===== config.mk =====
export PLATFORM = sky130hd
export DESIGN_NAME = doorbell_mbx
export DESIGN_NICKNAME = d
export VERILOG_FILES = /design/src/rtl/db_pkg.sv /design/src/rtl/db_addr_dec.sv /design/src/rtl/db_chan.sv /design/src/rtl/doorbell_mbx.sv
export SDC_FILE = /design/constraint.sdc
export NUM_CORES = 1
export LEC_CHECK = 0
export CAP_MARGIN = 40
export CORE_MARGIN = 3
export CORE_UTILIZATION = 58
export DETAILED_ROUTE_END_ITERATION = 6
export GPL_TIMING_DRIVEN = 0
export PLACE_DENSITY_LB_ADDON = 0.25
export SYNTH_ARGS = -nofsm -noshare
export SYNTH_HDL_FRONTEND = slang
export SYNTH_HIERARCHICAL = 1
export SYNTH_SLANG_ARGS = --single-unit

===== constraint.sdc =====
create_clock -name clk -period 12.2 [get_ports clk]
set_input_delay 1.83 -clock clk [delete_from_list [all_inputs] [get_ports clk]]
set_output_delay 1.83 -clock clk [all_outputs]
set_load 0.02 [all_outputs]

===== src/rtl/db_pkg.sv =====
package db_pkg;
  typedef enum logic [1:0] {
    S_FLAGS = 2'd0,
    S_SET   = 2'd1,
    S_ACK   = 2'd2,
    S_CFG   = 2'd3
  } s_reg_e;

  typedef enum logic [1:0] {
    R_FLAGS = 2'd0,
    R_CLEAR = 2'd1,
    R_MASK  = 2'd2,
    R_PEND  = 2'd3
  } r_reg_e;

  localparam int CNT_LSB = 8;
  localparam int CNT_W   = 8;
endpackage


===== src/rtl/db_addr_dec.sv =====
module db_addr_dec #(
  parameter int NUM_CH = 4,
  parameter int CH_AW  = 2
) (
  input  logic              wr_en,
  input  logic [CH_AW+1:0]  addr,
  output logic [1:0]        reg_sel,
  output logic [CH_AW-1:0]  ch_idx,
  output logic              in_range,
  output logic [NUM_CH-1:0] wr_hit
);
  always_comb begin
    reg_sel  = addr[1:0];
    ch_idx   = addr[CH_AW+1:2];
    in_range = ({1'b0, ch_idx} < (CH_AW+1)'(NUM_CH));
  end

  for (genvar c = 0; c < NUM_CH; c++) begin : g_hit
    assign wr_hit[c] = wr_en && in_range && (ch_idx == CH_AW'(c));
  end
endmodule


===== src/rtl/db_chan.sv =====
module db_chan #(
  parameter int FLAG_W = 32
) (
  input  logic              clk,
  input  logic              rst_n,
  input  logic              set_we,
  input  logic [FLAG_W-1:0] set_val,
  input  logic              clr_we,
  input  logic [FLAG_W-1:0] clr_val,
  input  logic              mask_we,
  input  logic [FLAG_W-1:0] mask_val,
  input  logic              ack_clr,
  input  logic              ack_en_we,
  input  logic              ack_en_val,
  output logic [FLAG_W-1:0] flags,
  output logic [FLAG_W-1:0] mask,
  output logic              ack,
  output logic              ack_en,
  output logic              rx_irq,
  output logic              tx_irq
);
  logic [FLAG_W-1:0] flag_q, flag_d;
  logic [FLAG_W-1:0] mask_q, mask_d;
  logic              ack_q, ack_d;
  logic              ack_en_q, ack_en_d;
  logic              flag_en, ack_upd;

  always_comb begin
    flag_en = set_we || clr_we;
    flag_d  = flag_q;
    if (clr_we) flag_d = flag_d & ~clr_val;
    if (set_we) flag_d = flag_d | set_val;

    ack_d = ack_q;
    if (ack_clr) ack_d = 1'b0;
    if ((flag_q != '0) && (flag_d == '0)) ack_d = 1'b1;
    ack_upd = ack_clr || flag_en;

    mask_d   = mask_we ? mask_val : mask_q;
    ack_en_d = ack_en_we ? ack_en_val : ack_en_q;
  end

  always_ff @(posedge clk or negedge rst_n) begin
    if (!rst_n) begin
      flag_q   <= '0;
      mask_q   <= '0;
      ack_q    <= 1'b0;
      ack_en_q <= 1'b1;
    end else begin
      if (flag_en)   flag_q   <= flag_d;
      if (mask_we)   mask_q   <= mask_d;
      if (ack_upd)   ack_q    <= ack_d;
      if (ack_en_we) ack_en_q <= ack_en_d;
    end
  end

  assign flags  = flag_q;
  assign mask   = mask_q;
  assign ack    = ack_q;
  assign ack_en = ack_en_q;
  assign rx_irq = |(flag_q & ~mask_q);
  assign tx_irq = ack_q & ack_en_q;


  set_sticks_chk: assert property (@(posedge clk) disable iff (!rst_n)
    set_we |=> ((flag_q & $past(set_val)) == $past(set_val)));


  clr_clears_chk: assert property (@(posedge clk) disable iff (!rst_n)
    (clr_we && !set_we) |=> ((flag_q & $past(clr_val)) == '0));


  ack_on_empty_chk: assert property (@(posedge clk) disable iff (!rst_n)
    (($past(flag_q) != '0) && (flag_q == '0)) |-> ack_q);


  flag_hold_chk: assert property (@(posedge clk) disable iff (!rst_n)
    !(set_we || clr_we) |=> $stable(flag_q));
endmodule


===== src/rtl/doorbell_mbx.sv =====
module doorbell_mbx
  import db_pkg::*;
#(
  parameter int NUM_CH = 4,
  parameter int FLAG_W = 32,
  localparam int CH_AW = (NUM_CH > 1) ? $clog2(NUM_CH) : 1,
  localparam int AW    = CH_AW + 2
) (
  input  logic              clk,
  input  logic              rst_n,
  input  logic              s_wr_en,
  input  logic              s_rd_en,
  input  logic [AW-1:0]     s_addr,
  input  logic [FLAG_W-1:0] s_wdata,
  output logic [FLAG_W-1:0] s_rdata,
  output logic              s_rd_valid,
  input  logic              r_wr_en,
  input  logic              r_rd_en,
  input  logic [AW-1:0]     r_addr,
  input  logic [FLAG_W-1:0] r_wdata,
  output logic [FLAG_W-1:0] r_rdata,
  output logic              r_rd_valid,
  output logic [NUM_CH-1:0] r_irq,
  output logic [NUM_CH-1:0] s_irq,
  output logic              r_comb_irq,
  output logic              s_comb_irq
);
  logic [1:0] rst_sync_q;
  logic       rst_n_int;

  always_ff @(posedge clk or negedge rst_n) begin
    if (!rst_n) rst_sync_q <= 2'b00;
    else        rst_sync_q <= {rst_sync_q[0], 1'b1};
  end
  assign rst_n_int = rst_sync_q[1];

  logic [1:0]        s_sel, r_sel;
  logic [CH_AW-1:0]  s_ch, r_ch;
  logic              s_ok, r_ok;
  logic [NUM_CH-1:0] s_hit, r_hit;

  db_addr_dec #(.NUM_CH(NUM_CH), .CH_AW(CH_AW)) s_dec_i (
    .wr_en(s_wr_en), .addr(s_addr), .reg_sel(s_sel), .ch_idx(s_ch),
    .in_range(s_ok), .wr_hit(s_hit));

  db_addr_dec #(.NUM_CH(NUM_CH), .CH_AW(CH_AW)) r_dec_i (
    .wr_en(r_wr_en), .addr(r_addr), .reg_sel(r_sel), .ch_idx(r_ch),
    .in_range(r_ok), .wr_hit(r_hit));

  logic [FLAG_W-1:0] flags_a [NUM_CH];
  logic [FLAG_W-1:0] mask_a  [NUM_CH];
  logic [NUM_CH-1:0] ack_a, ack_en_a;

  for (genvar c = 0; c < NUM_CH; c++) begin : g_ch
    db_chan #(.FLAG_W(FLAG_W)) chan_i (
      .clk       (clk),
      .rst_n     (rst_n_int),
      .set_we    (s_hit[c] && (s_sel == S_SET)),
      .set_val   (s_wdata),
      .clr_we    (r_hit[c] && (r_sel == R_CLEAR)),
      .clr_val   (r_wdata),
      .mask_we   (r_hit[c] && (r_sel == R_MASK)),
      .mask_val  (r_wdata),
      .ack_clr   (s_hit[c] && (s_sel == S_ACK) && s_wdata[0]),
      .ack_en_we (s_hit[c] && (s_sel == S_CFG)),
      .ack_en_val(s_wdata[0]),
      .flags     (flags_a[c]),
      .mask      (mask_a[c]),
      .ack       (ack_a[c]),
      .ack_en    (ack_en_a[c]),
      .rx_irq    (r_irq[c]),
      .tx_irq    (s_irq[c])
    );
  end

  assign r_comb_irq = |r_irq;
  assign s_comb_irq = |s_irq;

  localparam logic [FLAG_W-1:0] CNT_FIELD =
    FLAG_W'(CNT_W'(NUM_CH)) << CNT_LSB;

  logic [FLAG_W-1:0] s_rdata_d, r_rdata_d;
  logic [FLAG_W-1:0] s_rdata_q, r_rdata_q;
  logic              s_vld_q, r_vld_q;

  always_comb begin
    s_rdata_d = '0;
    if (s_ok) begin
      unique case (s_reg_e'(s_sel))
        S_FLAGS: s_rdata_d = flags_a[s_ch];
        S_SET:   s_rdata_d = '0;
        S_ACK:   s_rdata_d = FLAG_W'(ack_a[s_ch]);
        S_CFG:   s_rdata_d = CNT_FIELD | FLAG_W'(ack_en_a[s_ch]);
        default: s_rdata_d = '0;
      endcase
    end
  end

  always_comb begin
    r_rdata_d = '0;
    if (r_ok) begin
      unique case (r_reg_e'(r_sel))
        R_FLAGS: r_rdata_d = flags_a[r_ch];
        R_CLEAR: r_rdata_d = '0;
        R_MASK:  r_rdata_d = mask_a[r_ch];
        R_PEND:  r_rdata_d = flags_a[r_ch] & ~mask_a[r_ch];
        default: r_rdata_d = '0;
      endcase
    end
  end

  always_ff @(posedge clk or negedge rst_n_int) begin
    if (!rst_n_int) begin
      s_rdata_q <= '0;
      r_rdata_q <= '0;
      s_vld_q   <= 1'b0;
      r_vld_q   <= 1'b0;
    end else begin
      s_vld_q <= s_rd_en;
      r_vld_q <= r_rd_en;
      if (s_rd_en) s_rdata_q <= s_rdata_d;
      if (r_rd_en) r_rdata_q <= r_rdata_d;
    end
  end

  assign s_rdata    = s_rdata_q;
  assign r_rdata    = r_rdata_q;
  assign s_rd_valid = s_vld_q;
  assign r_rd_valid = r_vld_q;


  s_rd_lat_chk: assert property (@(posedge clk) disable iff (!rst_n_int)
    s_rd_valid |-> $past(s_rd_en));


  r_rd_lat_chk: assert property (@(posedge clk) disable iff (!rst_n_int)
    r_rd_valid |-> $past(r_rd_en));
endmodule


==> reports/qor.yml <==
status: "complete, but fails checks"
violations: "DRC"
clock_path_buffers: 3
drt_iter0_markers: 2459
p_per_area_nw_per_um2: 186
setup.worst_path.start: "g_ch[1].chan_i/flags[19]$_DFFE_PN0P_"
rows: 62
vias: 15300
clkLatencyLatePin_ns: 0.52
cp_max_fo: 5
die_y_microns: 178
cpMaxStageDelayCell: "or4_1"
die-area_sq_um: 31800
max_freq_mhz: 192
p_leak_uw: 0.00897
endpoint_kind: "primary output"
reg2reg_setup_slack_ns: 9.85
synth_edf_count: 0
p_sw_frac: 0.349
yosysTopAreaCell: "dfrtp_1"
io_buffer_count: 149
clock_sinks: 332
max-cap-violations: 0
overflow: 0
grt_pass1_vias: 15000
crit-reg2reg-launch: "g_ch[3].chan_i/flags[13]$_DFFE_PN0P_"
worstPathRequired_ns: 10.37
fin_area_sq_um: 20700
nFillCells: 2153
post-place-ws_ns: 6.99
seq_power_share: 0.452
fin_ws_ns: 7.00
syn-instance-count: 1473
clock_skew_ns: 0.0223
cts_root_buffer: "clkbuf_16"
finalCriticalPeriod_ns: 5.20
grt_pass1_wl_microns: 102000
syn_to_final_growth_pct: 20.3
wl_microns: 72800
maxSlewHeadroom: 0.307
synthesis.nets: 1551
final_cell_mix: "dfrtp_1 (327), inv_1 (227), clkdlybuf4s50_1 (149)"
ant_nets: 0
ys_seq_area_frac: 0.482
h-tree-depth: 2
antenna_found_initial: 1
maxSlewViolCount: 0
grt_max_degree: 68
synth_ff_type: "dfrtp_1"
clockPowerShare: 0.307
crit_arrival_ns: 3.37
start_util: 0.594
ir_worst_vdd_mv: 0.160
hold_path.class: "register to asynchronous set/reset pin"
grt_usage: 0.456
synth_area_sq_um: 17200
wl_per_cell_microns: 34.9
routabilityCongestion: 1.02
drc: 5
synth_top_area_share: 0.476
postCtsSetupRepairBufs: 0
dp_hpwl_microns: 54600
io-pin-count: 154
cts_resized: 0
comb_power_share: 0.241
layout_commonest_cell: "dfrtp_1"
dr.pass1.iters: 7
intPower_uw: 2510
crit_chain: "inv_1 > o22ai_1 > a221oi_1 > and3_1 > nand3_1 > or4_1 > clkdlybuf4s50_1"
via_per_inst: 7.32
drive_gt1_frac: 0.209
yosys-top-cells-area: "dfrtp_1 (48%), mux4_2 (12%), mux2_2 (8.7%), a22o_1 (6.5%), inv_1 (4.9%)"
cts_made_buffers: 38
worstSetupPathType: "register to primary output"
rsz0062_at_grt: "no"
timing.critical_path.buf_inv: 2
async_reset_ff_frac: 1.00
fin_nets: 1752
finalHoldViolCount: 0
worst_slew_pin_slew_ns: 1.03
syn_avg_cell_area_sq_um: 11.7
switchingPower_uw: 1350
cp-start-kind: "register"
die_w_microns: 178
final_cell_count_no_fill: 2086
critPathMaxStageDelay_ns: 0.56
postCtsHoldBufs: 0
coreArea_sq_um: 29000
yosysWarnings: 6
rr_worst_depth: 4
cp_num_cells: 7
dpl.cell_count: 2017
ys_types: 42
setup-violations-final: 0
placed_area_sq_um: 19400
cts_tree: "yes"
ys_seq_elements: 332
finalCritPeriodShare: 0.426
path_delay_family: "simple AND/OR/NAND/NOR gates"
path_clk_slew_ns: 0.07
utilization: 0.714
## kinds of logic after synthesis
group,count (synthesis),share of synthesized area
other cells,3,0.000653
mux,234,0.215
buf+inv,322,0.0771
flops,332,0.482
compound gates,301,0.142
simple gates,281,0.0838
## through the flow
| step | hold WS [ns] | total power, uW | TNS [ns] |
|---|---|---|---|
| 3_3_place_gp | 0.335 | 2570 | -409.83 |
| 5_1_grt | 0.239 | 3930 | 0 |
| 2_1_floorplan | 0.331 | 2100 | 0 |
| 4_1_cts | 0.229 | 3770 | 0 |
| 6_report | 0.223 | 3860 | 0 |
| 3_5_place_dp | 0.223 | 2610 | 0 |
## per-layer routing
metal,GRT usage,up-vias,routed length [microns]
met5,0,-,0
met4,0.273,0,5860
li1,-,5900,-
met1,0.594,7553,25500
met2,0.662,1442,30800
met3,0.157,365,10600
## worst register-to-register path, delay by kind of cell (launching register included)
| family | cells | cell delay (ns) |
|---|---|---|
| DFF | 1 | 0.52 |
| AOI/OAI and AO/OA | 2 | 0.60 |
| and+or+nand+nor | 2 | 1.11 |
## final cells by class
type / instances / area [sq um] / share of cell area
clock buffers: 54 / 1140 / 0.0552
repair buffers: 161 / 1710 / 0.0825
plain buffers: 95 / 477 / 0.0230
multi-input cells: 819 / 7590 / 0.366
clock inverters: 13 / 151 / 0.00730
flip-flops and latches: 332 / 8320 / 0.401
inverters: 227 / 852 / 0.0411
well taps: 384 / 480 / 0.0232
diodes: 1 / 2.50 / 0.000121
## cells in the mapped netlist, types with 3 or more instances
library cell  count
nand3_1           5
clkbuf_1         35
a211oi_1         32
buf_1            19
buf_6             7
nand4_1          12
nor4_1           68
o2111ai_1         4
a221o_1          32
or3_1             6
mux2i_1           6
and3_1            9
dfrtp_1         328
o22ai_1          87
buf_4            10
inv_1           227
conb_1            3
nand2_1         131
a221oi_1          8
and2_1           20
mux4_2           95
dfstp_2           4
nor3_1            8
o32ai_2           4
buf_2            23
nor2b_1           3
mux2_2          133
a22o_1          128
or4_1             6
and3b_1           4
## flip-flops by register name (all words and copies together) (netlist names)
register and count:
rst_sync_q 2, r_rdata 32, r_rd_valid 1, g_ch.chan_i/flags 128
g_ch.chan_i/ack_en 4, s_rdata 32, s_rd_valid 1, g_ch.chan_i/ack 4
g_ch.chan_i/mask 128
## path summary, 6_finish.rpt
check                                                  to
min                               r_rdata[28]$_DFFE_PN0P_
max reg2reg                g_ch[3].chan_i/ack$_DFFE_PN0P_
max                                            r_comb_irq
max in group asynchronous         rst_sync_q[1]$_DFF_PN0_
min in group clk                  rst_sync_q[1]$_DFF_PN0_
min reg2reg                       r_rdata[28]$_DFFE_PN0P_
## power groups by stage
stage / clock network, uW / registers, uW / logic [uW]
after floorplan: 0 / 1540 / 561
after global placement: 0 / 1720 / 853
after detailed placement: 0 / 1710 / 895
after CTS: 1180 / 1690 / 902
after global routing: 1220 / 1740 / 969
final: 1180 / 1740 / 931
Power figures use the tool's default switching activity.
